$ cat src/rtl/serRegPkg.sv
package serRegPkg;
  localparam int NUM_REGS    = 16;
  localparam int DATA_W      = 8;
  localparam int ADDR_W      = $clog2(NUM_REGS);
  localparam int ID_W        = 3;
  localparam logic [ID_W-1:0] DEV_ID = '1;
  localparam int HDR_W       = 1 + ID_W + ADDR_W;
  localparam int FRAME_EDGES = HDR_W + DATA_W;
  localparam int CNT_W       = $clog2(FRAME_EDGES + 1);
  localparam int MODE_REG    = 5;
  localparam int MODE_BIT    = 7;

  // Strobes from the frame controller to the register datapath
  typedef struct packed {
    logic              loadOut;
    logic              shiftOut;
    logic              wrEn;
    logic [ADDR_W-1:0] addr;
    logic [DATA_W-1:0] wrData;
  } strobes_t;
endpackage

$ cat src/rtl/serRegSync.sv
module serRegSync #(
  parameter int WIDTH  = 3,
  parameter int STAGES = 2,
  parameter logic [WIDTH-1:0] RST_VAL = '0
) (
  input  logic             clk,
  input  logic             rstN,
  input  logic [WIDTH-1:0] asyncIn,
  output logic [WIDTH-1:0] syncOut
);
  logic [WIDTH-1:0] stage [STAGES];

  always_ff @(posedge clk or negedge rstN) begin
    if (!rstN) begin
      for (int s = 0; s < STAGES; s++) stage[s] <= RST_VAL;
    end else begin
      stage[0] <= asyncIn;
      for (int s = 1; s < STAGES; s++) stage[s] <= stage[s-1];
    end
  end

  assign syncOut = stage[STAGES-1];
endmodule

$ cat src/rtl/serRegCtrl.sv
module serRegCtrl
  import serRegPkg::*;
(
  input  logic     clk,
  input  logic     rstN,
  input  logic     senS,
  input  logic     sclkS,
  input  logic     sdaS,
  input  logic     invMode,
  output strobes_t str,
  output logic     sdataOe
);
  localparam logic [CNT_W-1:0] HDR_EDGE  = CNT_W'(HDR_W);
  localparam logic [CNT_W-1:0] LAST_EDGE = CNT_W'(FRAME_EDGES);
  localparam logic [CNT_W-1:0] SPAN      = CNT_W'(DATA_W - 2);

  logic              sclkPrev, senPrev, inFrame, frameInv, armed;
  logic [CNT_W-1:0]  edgeCnt, nextCnt, shiftFirst, shiftLast;
  logic [HDR_W-1:0]  hdr, hdrNext;
  logic [DATA_W-2:0] dataSh;
  logic sclkRise, sclkFall, senFall, activeEdge, driveEdge, takeEdge;
  logic isRead, idOk, wrIdOk;

  assign sclkRise   = sclkS & ~sclkPrev;
  assign sclkFall   = ~sclkS & sclkPrev;
  assign senFall    = ~senS & senPrev;
  assign activeEdge = frameInv ? sclkRise : sclkFall;
  assign driveEdge  = frameInv ? sclkFall : sclkRise;
  assign takeEdge   = inFrame && activeEdge && (edgeCnt < LAST_EDGE);
  assign nextCnt    = edgeCnt + 1'b1;
  assign hdrNext    = {hdr[HDR_W-2:0], sdaS};
  assign isRead     = hdrNext[HDR_W-1];
  assign idOk       = (hdrNext[ADDR_W +: ID_W] == DEV_ID);
  assign wrIdOk     = !hdr[HDR_W-1] && (hdr[ADDR_W +: ID_W] == DEV_ID);
  assign shiftFirst = frameInv ? HDR_EDGE + CNT_W'(2) : HDR_EDGE + CNT_W'(1);
  assign shiftLast  = shiftFirst + SPAN;

  always_comb begin
    str        = '0;
    str.addr   = hdrNext[ADDR_W-1:0];
    str.wrData = {dataSh, sdaS};
    if (takeEdge) begin
      if (nextCnt == HDR_EDGE && isRead && idOk) str.loadOut = 1'b1;
      if (sdataOe && nextCnt >= shiftFirst && nextCnt <= shiftLast) str.shiftOut = 1'b1;
      if (nextCnt == LAST_EDGE && wrIdOk) begin
        str.wrEn = 1'b1;
        str.addr = hdr[ADDR_W-1:0];
      end
    end
  end

  always_ff @(posedge clk or negedge rstN) begin
    if (!rstN) begin
      sclkPrev <= 1'b0;
      senPrev  <= 1'b1;
      inFrame  <= 1'b0;
      frameInv <= 1'b0;
      armed    <= 1'b0;
      sdataOe  <= 1'b0;
      edgeCnt  <= '0;
      hdr      <= '0;
      dataSh   <= '0;
    end else begin
      sclkPrev <= sclkS;
      senPrev  <= senS;
      if (senS) begin
        inFrame <= 1'b0;
        armed   <= 1'b0;
        sdataOe <= 1'b0;
      end else if (senFall) begin
        inFrame  <= 1'b1;
        frameInv <= invMode;
        armed    <= 1'b0;
        sdataOe  <= 1'b0;
        edgeCnt  <= '0;
        hdr      <= '0;
        dataSh   <= '0;
      end else if (takeEdge) begin
        edgeCnt <= nextCnt;
        if (nextCnt <= HDR_EDGE) hdr <= hdrNext;
        else dataSh <= str.wrData[DATA_W-2:0];
        if (nextCnt == HDR_EDGE) armed <= isRead && idOk;
      end else if (inFrame && driveEdge && armed) begin
        sdataOe <= 1'b1;
        armed   <= 1'b0;
      end
    end
  end

  // a high enable releases the line on the next clock
  assert_release_R9: assert property (@(posedge clk) disable iff (!rstN)
    senS |=> !sdataOe);
  // no gap while the enable stays low
  assert_no_gap_R9: assert property (@(posedge clk) disable iff (!rstN)
    (sdataOe && !senS) |=> sdataOe);
  // takeover only after the full header and before the 9th edge
  assert_takeover_R6: assert property (@(posedge clk) disable iff (!rstN)
    $rose(sdataOe) |-> (edgeCnt == HDR_EDGE));
  // the mode is frozen for the duration of a frame
  assert_mode_frozen_R8: assert property (@(posedge clk) disable iff (!rstN)
    (inFrame && !senS && !senFall) |=> $stable(frameInv));
endmodule

$ cat src/rtl/serRegBank.sv
module serRegBank
  import serRegPkg::*;
(
  input  logic                       clk,
  input  logic                       rstN,
  input  strobes_t                   str,
  output logic                       sdataOut,
  output logic                       invMode,
  output logic [NUM_REGS*DATA_W-1:0] regOut
);
  logic [DATA_W-1:0] regs [NUM_REGS];
  logic [DATA_W-1:0] outSh;

  always_ff @(posedge clk or negedge rstN) begin
    if (!rstN) begin
      for (int i = 0; i < NUM_REGS; i++) regs[i] <= '0;
      outSh <= '0;
    end else begin
      if (str.wrEn) regs[str.addr] <= str.wrData;
      if (str.loadOut) outSh <= regs[str.addr];
      else if (str.shiftOut) outSh <= {outSh[DATA_W-2:0], 1'b0};
    end
  end

  for (genvar g = 0; g < NUM_REGS; g++) begin : gOut
    assign regOut[g*DATA_W +: DATA_W] = regs[g];
  end

  assign sdataOut = outSh[DATA_W-1];
  assign invMode  = regs[MODE_REG][MODE_BIT];

  // without a write strobe the bank holds its contents
  assert_hold_R3: assert property (@(posedge clk) disable iff (!rstN)
    !str.wrEn |=> $stable(regOut));
  // one commit per frame, never on consecutive clocks
  assert_single_write_R5: assert property (@(posedge clk) disable iff (!rstN)
    str.wrEn |=> !str.wrEn);
endmodule

$ cat src/rtl/serRegPort.sv
module serRegPort
  import serRegPkg::*;
(
  input  logic                       clk,
  input  logic                       rstN,
  input  logic                       senN,
  input  logic                       sclk,
  input  logic                       sdataIn,
  output logic                       sdataOut,
  output logic                       sdataOe,
  output logic [NUM_REGS*DATA_W-1:0] regOut
);
  logic [2:0] syncBits;
  logic       invMode;
  strobes_t   str;

  serRegSync #(.WIDTH(3), .STAGES(2), .RST_VAL(3'b100)) uSync (
    .clk(clk), .rstN(rstN),
    .asyncIn({senN, sclk, sdataIn}),
    .syncOut(syncBits)
  );

  serRegCtrl uCtrl (
    .clk(clk), .rstN(rstN),
    .senS(syncBits[2]), .sclkS(syncBits[1]), .sdaS(syncBits[0]),
    .invMode(invMode), .str(str), .sdataOe(sdataOe)
  );

  serRegBank uBank (
    .clk(clk), .rstN(rstN), .str(str),
    .sdataOut(sdataOut), .invMode(invMode), .regOut(regOut)
  );
endmodule

$ cat config.mk
export PLATFORM = sky130hd
export DESIGN_NAME = serRegPort
export DESIGN_NICKNAME = d
export VERILOG_FILES = /design/src/rtl/serRegPkg.sv /design/src/rtl/serRegSync.sv /design/src/rtl/serRegCtrl.sv /design/src/rtl/serRegBank.sv /design/src/rtl/serRegPort.sv
export SDC_FILE = /design/constraint.sdc
export NUM_CORES = 1
export LEC_CHECK = 0
export BUFFER_PORTS_ARGS = -buffer_cell sky130_fd_sc_hd__buf_2
export CAP_MARGIN = 20
export CORE_ASPECT_RATIO = 1.1
export CORE_MARGIN = 1.5
export CORE_UTILIZATION = 35
export CTS_BUF_LIST = sky130_fd_sc_hd__clkbuf_4 sky130_fd_sc_hd__clkbuf_8 sky130_fd_sc_hd__clkbuf_16
export DETAILED_ROUTE_END_ITERATION = 8
export PLACE_DENSITY = 0.52
export SLEW_MARGIN = 20
export SYNTH_ARGS = -nofsm -noshare
export SYNTH_HDL_FRONTEND = slang
export SYNTH_SLANG_ARGS = --single-unit
$ cat constraint.sdc
create_clock -name clk -period 3.55 [get_ports clk]
set_input_delay 0.5325 -clock clk [delete_from_list [all_inputs] [get_ports clk]]
set_output_delay 0.5325 -clock clk [all_outputs]
set_load 0.01 [all_outputs]
==> results of run 1 <==
-- final timing paths --
path,from,depth (start not counted),slack [ns],to
worst max-delay path,uCtrl.frameInv,8,0.32,uBank.outSh[2]
worst min-delay path,rstN,1,0.14,uSync.stage[4]
worst max register to register,uCtrl.frameInv,8,0.32,uBank.outSh[2]
worst min register to register,uSync.stage[3],0,0.35,uSync.syncOut[0]
max in group asynchronous,rstN,2,2.53,uBank.regOut[22]
min in group clk,senN,1,0.20,uSync.stage[5]
-- layout by cell type, fill, tap and decap left out, types with 5 or more instances in the layout --
master,instances
nand2b_1,36
clkbuf_16,17
a22oi_1,20
o221ai_1,5
nor4_1,9
nor2b_1,5
ha_1,8
dfrtp_1,164
a22o_1,16
o211ai_1,6
a21oi_1,39
a311oi_1,14
nor2_1,15
mux2i_1,11
inv_1,8
a211oi_1,41
a21o_1,5
o22ai_1,11
buf_2,133
nor3_2,5
nor3_1,8
nand3_1,31
o21ai_0,33
and3_1,5
buf_4,34
nand2_1,102
mux2_2,134
-- logic make-up (layout without fill, tap and decap cells) --
logic type      Yosys count  after routing
xor+xnor                  3              3
mux                     145            145
fa+ha+maj                 8              8
buf+inv                  68            209
compound gates          225            225
flops                   168            168
simple gates            247            247
-- final cells by class --
cell class | count | area [um^2] | share of cell area [%]
tap | 346 | 433 | 3.98
clock buffer | 21 | 468 | 4.31
inverter | 8 | 30.0 | 0.276
clock inverter | 11 | 113 | 1.04
multi-input combinational | 628 | 4660 | 42.9
sequential | 168 | 4210 | 38.7
timing repair buffer | 169 | 952 | 8.76
-- routing by layer --
layer,vias up,global-route usage [%]
met4,0,6.85
met1,3930,30.4
met3,44,2.83
met2,223,41.8
li1,3497,-
met5,-,0
-- report_power, final --
group / switching (mW) / total (mW) / internal [mW]
registers: 0.0181 / 1.94 / 1.92
clock network: 0.828 / 1.86 / 1.04
logic: 0.0888 / 0.120 / 0.0309
total: 0.935 / 3.92 / 2.99
-- through the flow --
stage               setup WS (ns)  total power [mW]  util [%]  instance area, um^2  hold slack, ns
CTS                         0.397              3.95      42.6                10900           0.172
detailed placement          0.407              2.10      40.3                10300           0.338
finish                      0.316              3.92      42.6                10900           0.142
floorplan                   0.939              2.02         -                 9140           0.237
global placement            0.468              2.10      40.3                10300           0.334
global route               0.0463              4.04      42.6                10900           0.187
-- registers in the layout (all words and copies together), names as in the netlist --
| name | cells |
|---|---|
| uCtrl.sdataOe | 1 |
| uCtrl.dataSh | 7 |
| uCtrl.edgeCnt | 5 |
| uBank.outSh | 8 |
| uCtrl.frameInv | 1 |
| uCtrl.senPrev | 1 |
| uBank.regOut | 127 |
| uBank.invMode | 1 |
| uCtrl.hdr | 8 |
| uCtrl.inFrame | 1 |
| uSync.stage | 3 |
| uCtrl.armed | 1 |
| uCtrl.sclkPrev | 1 |
| uSync.syncOut | 3 |
-- cells in the mapped netlist, drive strengths merged (7+ instances only) --
library cell | count | area (um^2)
buf | 14 | 77.6
a22o | 16 | 140
inv | 8 | 30.0
o22ai | 11 | 68.8
nand2 | 105 | 402
dfrtp | 165 | 4130
nand3 | 33 | 175
o21ai | 35 | 179
mux2i | 11 | 110
a211oi | 43 | 348
nor4 | 12 | 111
ha | 8 | 100
a22oi | 20 | 150
o211ai | 7 | 57.6
mux2 | 134 | 1510
clkbuf | 46 | 173
nand2b | 36 | 225
a21oi | 39 | 195
a311oi | 14 | 123
nor3 | 14 | 95.1
nor2 | 19 | 81.3
==> results.sh, run 1 <==
export IMPL_status="finished, final reports clean"
export IMPL_n_antenna_cell=0
export IMPL_grt_overflow=0
export IMPL_hold_path_class="input pin to async pin"
export IMPL_slew_viol_final=0
export IMPL_crit_chain="or3b_4, a211oi_4, buf_4, a21oi_1, nor2_1, a21oi_1, a2111oi_0, a21oi_1"
export IMPL_synth_compound_area_share_pct=17.6
export IMPL_yosys_area_share_xor_xnor_pct=0.288
export IMPL_grtUsageTotal_pct=23.7
export IMPL_setup_viol=0
export IMPL_dpl_hpwl_mm=22.3
export IMPL_drtPass1Iterations=6
export IMPL_die_h_um=172
export IMPL_cts_root_buf="clkbuf_16"
export IMPL_antenna_found_initial=0
export IMPL_min_period_over_period_pct=91.1
export IMPL_start_kind="register"
export IMPL_synthCells=864
export IMPL_start_util_pct=35.8
export IMPL_pin_count=135
export IMPL_cts_tree="done"
export IMPL_cts_setup_buffers=0
export IMPL_routed_wl_mm=31.3
export IMPL_cts_sinks=168
export IMPL_synth_edf_count=0
export IMPL_critical_path_class="register to register"
export IMPL_avgSynthCellArea_um2=10.6
export IMPL_drt_initial_drc_count=479
export IMPL_cts_buffers=17
export IMPL_ctsHoldBuffers=0
export IMPL_critical_path_buf_inv_count=1
export IMPL_synth_nets=877
export IMPL_wl_met1_mm=13.2
export IMPL_htreeDepth=4
export IMPL_tns_ns=0
export IMPL_dieArea_mm2=0.0271
export IMPL_placementRows=61
export IMPL_drc=0
export IMPL_cp_slowest_stage_delay_ns=0.49
export IMPL_required_ns=3.85
export IMPL_dieWidth_um=157
export IMPL_ctsLongestPathBuffers=2
export IMPL_skew_ns=0.0158
export IMPL_crit_fanout=30
export IMPL_cp_top_family="compound AO/OA/AOI/OAI gates"
export IMPL_cts_resized=0
export IMPL_relSlewSlack_pct=36.5
export IMPL_ys_seq_area_share_pct=46.0
export IMPL_worst_pin_slew_ns=0.944
export IMPL_grt_first_pass_wirelength_mm=47.3
export IMPL_synth_cell_types=65
export IMPL_yosysWarnings=0
export IMPL_synth_seq_cells=168
export IMPL_synth_top_family_by_area="multiplexers"
export IMPL_clk_pin_slew_worst_paths_ns=0.07
export IMPL_routabilityCongestion=0.882
export IMPL_synthMuxAreaShare_pct=17.7
export IMPL_powerDensity_mw_per_mm2=361
export IMPL_avgRoutedWirePerCell_um=23.2
export IMPL_drive_gt1_share_pct=36.9
export IMPL_final_nets=1005
export IMPL_cp_arrival_ns=3.53
export IMPL_viasPerCell=5.70
export IMPL_synth_ff_type="dfrtp_1"
export IMPL_top_layer="met4"
export IMPL_vias=7694
export IMPL_grt_pass1_vias=7605
export IMPL_syn_area_mm2=0.00914
export IMPL_grt_setup_unrepaired="no"
export IMPL_end_kind="register"
export IMPL_dr_wl_met3_mm=1.40
export IMPL_ant_nets=0
export IMPL_crit_path_frequent_cell="a21oi_1"
export IMPL_stdcell_count=1351
export IMPL_crit_slowest_cell="dfrtp_1"
export IMPL_placedCellCount=1319
export IMPL_synth_async_reset_ratio_pct=100
export IMPL_hold_violations=0
export IMPL_post_route_min_period_ns=3.23
export IMPL_drv_cap=0
export IMPL_syn_to_final_growth_pct=18.9
export IMPL_core_area_mm2=0.0255
export IMPL_p_leak_nw=5.17
export IMPL_max_freq_mhz=309
export IMPL_synthAdderAreaFrac_pct=1.10
export IMPL_ir_drop_uv=234
export IMPL_grt_max_degree=78
export IMPL_synth_simple_gate_area_share_pct=14.2
export IMPL_io_buffers=134
export IMPL_nFillCells=2555
export IMPL_wl_met2_mm=16.1
export IMPL_clock_latency_ns=0.44
(Power assumes the default switching activity.)
==> run 2, diff against run 1 <==
==> constraint.sdc (replaced) <==
create_clock -name clk -period 3.55 [get_ports clk]
set_input_delay 0 -clock clk [delete_from_list [all_inputs] [get_ports clk]]
set_output_delay 0 -clock clk [all_outputs]
set_load 0.01 [all_outputs]
==> run 2 against run 1 <==
Worst hold slack improved by 0.080 ns; fmax increased by 2.0%; clock skew decreased by 0.0040 ns; register-to-register slack improved by 0.06 ns.
==> results.sh, run 2 (synthesis results as in run 1) <==
export IMPL_slew_viol_final=0
export IMPL_critical_path_class="register to register"
export IMPL_vias=7697
export IMPL_p_leak_nw=5.19
export IMPL_largest_register_ffs=127
export IMPL_cts_sinks=168
export IMPL_pin_count=135
export IMPL_nFillCells=2574
export IMPL_io_buffers=134
export IMPL_grt_overflow=0
export IMPL_relSlewSlack_pct=35.9
export IMPL_cts_buffers=17
export IMPL_setup_viol=0
export IMPL_cp_arrival_ns=3.49
export IMPL_n_antenna_cell=0
export IMPL_placementRows=61
export IMPL_clk_pin_slew_worst_paths_ns=0.07
export IMPL_drive_gt1_share_pct=36.7
export IMPL_tns_ns=0
export IMPL_avgRoutedWirePerCell_um=22.9
export IMPL_layout_common_cells="dfrtp_1 (164), mux2_2 (134), buf_2 (133)"
export IMPL_min_period_over_period_pct=89.3
export IMPL_ir_drop_uv=312
export IMPL_grtUsageTotal_pct=23.5
export IMPL_skew_ns=0.0118
export IMPL_top_layer="met4"
export IMPL_syn_to_final_growth_pct=19.4
export IMPL_post_route_min_period_ns=3.17
export IMPL_crit_fanout=14
export IMPL_status="finished, final reports clean"
export IMPL_cts_tree="done"
export IMPL_cts_root_buf="clkbuf_16"
export IMPL_cts_setup_buffers=0
export IMPL_max_freq_mhz=315
export IMPL_stdcell_count=1354
export IMPL_grt_first_pass_wirelength_mm=47.4
export IMPL_viasPerCell=5.68
export IMPL_dpl_hpwl_mm=22.2
export IMPL_final_nets=1008
export IMPL_clock_latency_ns=0.43
export IMPL_dieWidth_um=157
export IMPL_hold_violations=0
export IMPL_end_kind="register"
export IMPL_wl_met1_mm=13.2
export IMPL_ant_nets=0
export IMPL_drt_initial_drc_count=586
export IMPL_routabilityCongestion=0.884
export IMPL_drc=0
export IMPL_placedCellCount=1318
export IMPL_dieArea_mm2=0.0271
export IMPL_powerDensity_mw_per_mm2=363
export IMPL_final_common_cell="dfrtp_1"
export IMPL_start_util_pct=35.8
export IMPL_grt_max_degree=92
export IMPL_drv_cap=0
export IMPL_grt_setup_unrepaired="no"
export IMPL_drtPass1Iterations=5
export IMPL_wl_met2_mm=16.0
export IMPL_routed_wl_mm=31.0
export IMPL_die_h_um=172
export IMPL_required_ns=3.87
export IMPL_antenna_found_initial=0
export IMPL_hold_path_class="input pin to register"
export IMPL_htreeDepth=4
export IMPL_dr_wl_met3_mm=1.30
export IMPL_core_area_mm2=0.0255
export IMPL_ctsLongestPathBuffers=2
export IMPL_grt_pass1_vias=7671
export IMPL_start_kind="register"
export IMPL_worst_pin_slew_ns=0.953
==> run 2: changes by cell type in the layout (fill, tap and decap cells not counted), sizes merged <==
cell         change
inv              -1
bufinv           +1
dlygate4sd3      +4
clkinvlp         -1
clkinv           +2
buf              -1
clkbuf           -1
==> run 2: routing by layer <==
| layer | global-route usage, % | vias to the layer above |
|---|---|---|
| met4 | 6.89 | 0 |
| met2 | 41.4 | 219 |
| li1 | - | 3494 |
| met3 | 3.33 | 31 |
| met1 | 29.9 | 3953 |
| met5 | 0 | - |
==> run 2: final timing paths <==
| path | from | to | slack [ns] | depth (start not counted) |
|---|---|---|---|---|
| setup / recovery | uCtrl.frameInv | uBank.regOut[28] | 0.38 | 6 |
| hold / removal | sdataIn | uSync.stage[3] | 0.22 | 2 |
| setup reg to reg | uCtrl.frameInv | uBank.regOut[28] | 0.38 | 6 |
| hold reg to reg | uSync.stage[5] | uSync.syncOut[2] | 0.35 | 0 |
| max in group asynchronous | rstN | uBank.regOut[78] | 2.35 | 3 |
| min in group asynchronous | rstN | uCtrl.edgeCnt[0] | 0.23 | 2 |
==> run 2: timing repair <==
item | 4_1_cts | 5_1_grt
resized for setup | 0 | 0
hold buffers | 4 | 0
hold endpoints to repair | 90 | 0
==> run 2: critical path, cell delays in order, from the launching register on <==
cell	delay, ns
dfrtp_1	0.49
or3b_4	0.49
a211oi_4	0.32
nand2_1	0.45
nor3_2	0.41
nand3_1	0.46
mux2_2	0.43
==> run 2: final cells by class <==
cell class	count	area (um^2)	share of cell area (%)
inverter	8	30.0	0.275
timing repair buffer	172	985	9.02
multi-input combinational	628	4660	42.7
clock inverter	12	141	1.30
clock buffer	20	454	4.16
sequential	168	4210	38.6
tap	346	433	3.97
==> run 2: metrics by stage <==
stage	hold slack (ns)	utilization [%]	power, mW	setup slack, ns	cell area (um^2)
after floorplan	-0.296	-	2.02	0.939	9140
final	0.222	42.8	3.97	0.379	10900
after detailed placement	0.110	40.3	2.10	0.426	10300
after CTS	0.202	42.8	4.01	0.410	10900
after global placement	0.111	40.3	2.10	0.470	10300
after global routing	0.214	42.8	4.08	0.126	10900
==> run 2: report_power, final <==
| group | switching, mW | total [mW] | internal, mW | leakage (nW) |
|---|---|---|---|---|
| logic | 0.0894 | 0.122 | 0.0330 | 2.58 |
| registers | 0.0179 | 1.94 | 1.92 | 2.32 |
| clock network | 0.819 | 1.90 | 1.09 | 0.295 |
==> run 3, diff against run 2 <==
clock period = 3.74 ns   (was 3.55 ns; I/O delays follow)
==> run 3 against run 2 <==
Flip-flop and latch count unchanged; sequential power down 5%; clock-buffer cell count down 3; critical path depth is 2 higher; clock power fell by 8%; cell count fell by 0.52%; combinational power is 5% lower; non-clock buffer count shrank 7; first-iteration DRC count grew 19%; core utilization is 0.34 points lower; largest power group unchanged; highest routed layer unchanged.
==> results.sh, run 3 (synthesis results as in run 1) <==
export IMPL_die_h_um=172
export IMPL_grt_pass1_vias=7624
export IMPL_ant_nets=0
export IMPL_cts_setup_buffers=0
export IMPL_crit_fanout=30
export IMPL_cp_arrival_ns=3.56
export IMPL_n_antenna_cell=0
export IMPL_layout_common_cells="dfrtp_1 (164), mux2_2 (134), buf_2 (133)"
export IMPL_vias=7689
export IMPL_end_kind="register"
export IMPL_start_kind="register"
export IMPL_ir_drop_uv=201
export IMPL_skew_ns=0.0158
export IMPL_grtUsageTotal_pct=24.1
export IMPL_routabilityCongestion=0.885
export IMPL_min_period_over_period_pct=87.0
export IMPL_avgRoutedWirePerCell_um=23.3
export IMPL_utilization_pct=42.5
export IMPL_grt_max_degree=99
export IMPL_final_nets=1001
export IMPL_critical_path_class="register to register"
export IMPL_ctsLongestPathBuffers=2
export IMPL_hold_violations=0
export IMPL_grt_setup_unrepaired="no"
export IMPL_start_util_pct=35.8
export IMPL_dieArea_mm2=0.0271
export IMPL_core_area_mm2=0.0255
export IMPL_slew_viol_final=0
export IMPL_relSlewSlack_pct=36.3
export IMPL_p_leak_nw=5.13
export IMPL_routed_wl_mm=31.4
export IMPL_placedCellCount=1311
export IMPL_htreeDepth=4
export IMPL_tns_ns=0
export IMPL_pin_count=135
export IMPL_status="finished, final reports clean"
export IMPL_powerDensity_mw_per_mm2=341
export IMPL_final_common_cell="dfrtp_1"
export IMPL_viasPerCell=5.71
export IMPL_grt_overflow=0
export IMPL_worst_pin_slew_ns=0.956
export IMPL_cts_buffers=17
export IMPL_syn_to_final_growth_pct=18.5
export IMPL_dpl_hpwl_mm=22.7
export IMPL_setup_ws_ns=0.486
export IMPL_dp_slack_ns=0.520
export IMPL_max_freq_mhz=307
export IMPL_drc=0
export IMPL_clock_latency_ns=0.44
export IMPL_hold_path_class="input pin to register"
export IMPL_power_total_mw=3.69
export IMPL_drt_initial_drc_count=696
export IMPL_cts_sinks=168
export IMPL_io_buffers=134
export IMPL_antenna_found_initial=0
export IMPL_setup_viol=0
export IMPL_clk_pin_slew_worst_paths_ns=0.07
export IMPL_required_ns=4.05
export IMPL_cts_tree="done"
export IMPL_drive_gt1_share_pct=36.3
export IMPL_placementRows=61
export IMPL_drv_cap=0
export IMPL_drtPass1Iterations=5
export IMPL_cts_root_buf="clkbuf_16"
export IMPL_post_route_min_period_ns=3.25
export IMPL_dieWidth_um=157
export IMPL_stdcell_count=1347
export IMPL_largest_register_ffs=127
export IMPL_grt_first_pass_wirelength_mm=48.0
==> run 3: cell count changes in the layout (fill, tap and decap cells not counted) <==
cell / change
clkbuf_4: -2
inv_8: +3
clkinv_4: -2
clkinv_8: +2
inv_6: +1
clkbuf_8: -1
buf_12: -1
bufinv_16: -2
buf_4: -6
clkinvlp_4: +2
clkinv_2: -1
==> run 3: layout make-up <==
class / count / area [um^2]
clock buffers: 17 / 425
clock inverters: 15 / 149
fillers: 2580 / 14700
inverters: 8 / 30.0
multi-input cells: 628 / 4660
flip-flops and latches: 168 / 4210
well taps: 346 / 433
repair buffers: 165 / 920
==> run 3: critical path: stages (launching register included) <==
cell	delay (ns)
dfrtp_1	0.48
or3b_4	0.48
a211oi_4	0.31
buf_4	0.40
a21oi_1	0.22
nor2_1	0.49
a21oi_1	0.19
a2111oi_0	0.41
a21oi_1	0.11
==> run 3: where the power goes <==
part	switching, mW	internal, mW	total [mW]
Combinational	0.0868	0.0293	0.116
Clock	0.849	0.888	1.74
Sequential	0.0142	1.82	1.84
Total	0.950	2.74	3.69
==> run 3: final timing paths <==
kind | cells after the start | start | slack, ns | endpoint
worst max-delay path | 8 | uCtrl.frameInv | 0.49 | uBank.outSh[2]
worst min-delay path | 2 | sclk | 0.21 | uSync.stage[4]
max in group asynchronous | 3 | rstN | 2.52 | uCtrl.senPrev
worst min register to register | 0 | uSync.stage[3] | 0.36 | uSync.syncOut[0]
worst max register to register | 8 | uCtrl.frameInv | 0.49 | uBank.outSh[2]
min in group asynchronous | 2 | rstN | 0.24 | uSync.stage[4]
==> run 3: what timing repair did <==
item,in CTS,in global routing
hold endpoints to repair,98,0
gates resized for setup,0,0
hold buffers,4,0
==> run 3: per-stage QoR <==
step	hold slack, ns	area [um^2]
6_report	0.213	10800
3_3_place_gp	0.109	10200
5_1_grt	0.211	10800
3_5_place_dp	0.106	10200
4_1_cts	0.196	10800
2_1_floorplan	-0.296	9140
==> run 3: per-layer routing <==
metal	track usage, %	vias up	share of wire, %
li1	-	3480	-
met1	31.3	3935	43
met2	41.0	231	51
met3	3.01	43	3.5
met4	8.98	0	2.8
met5	0	-	0
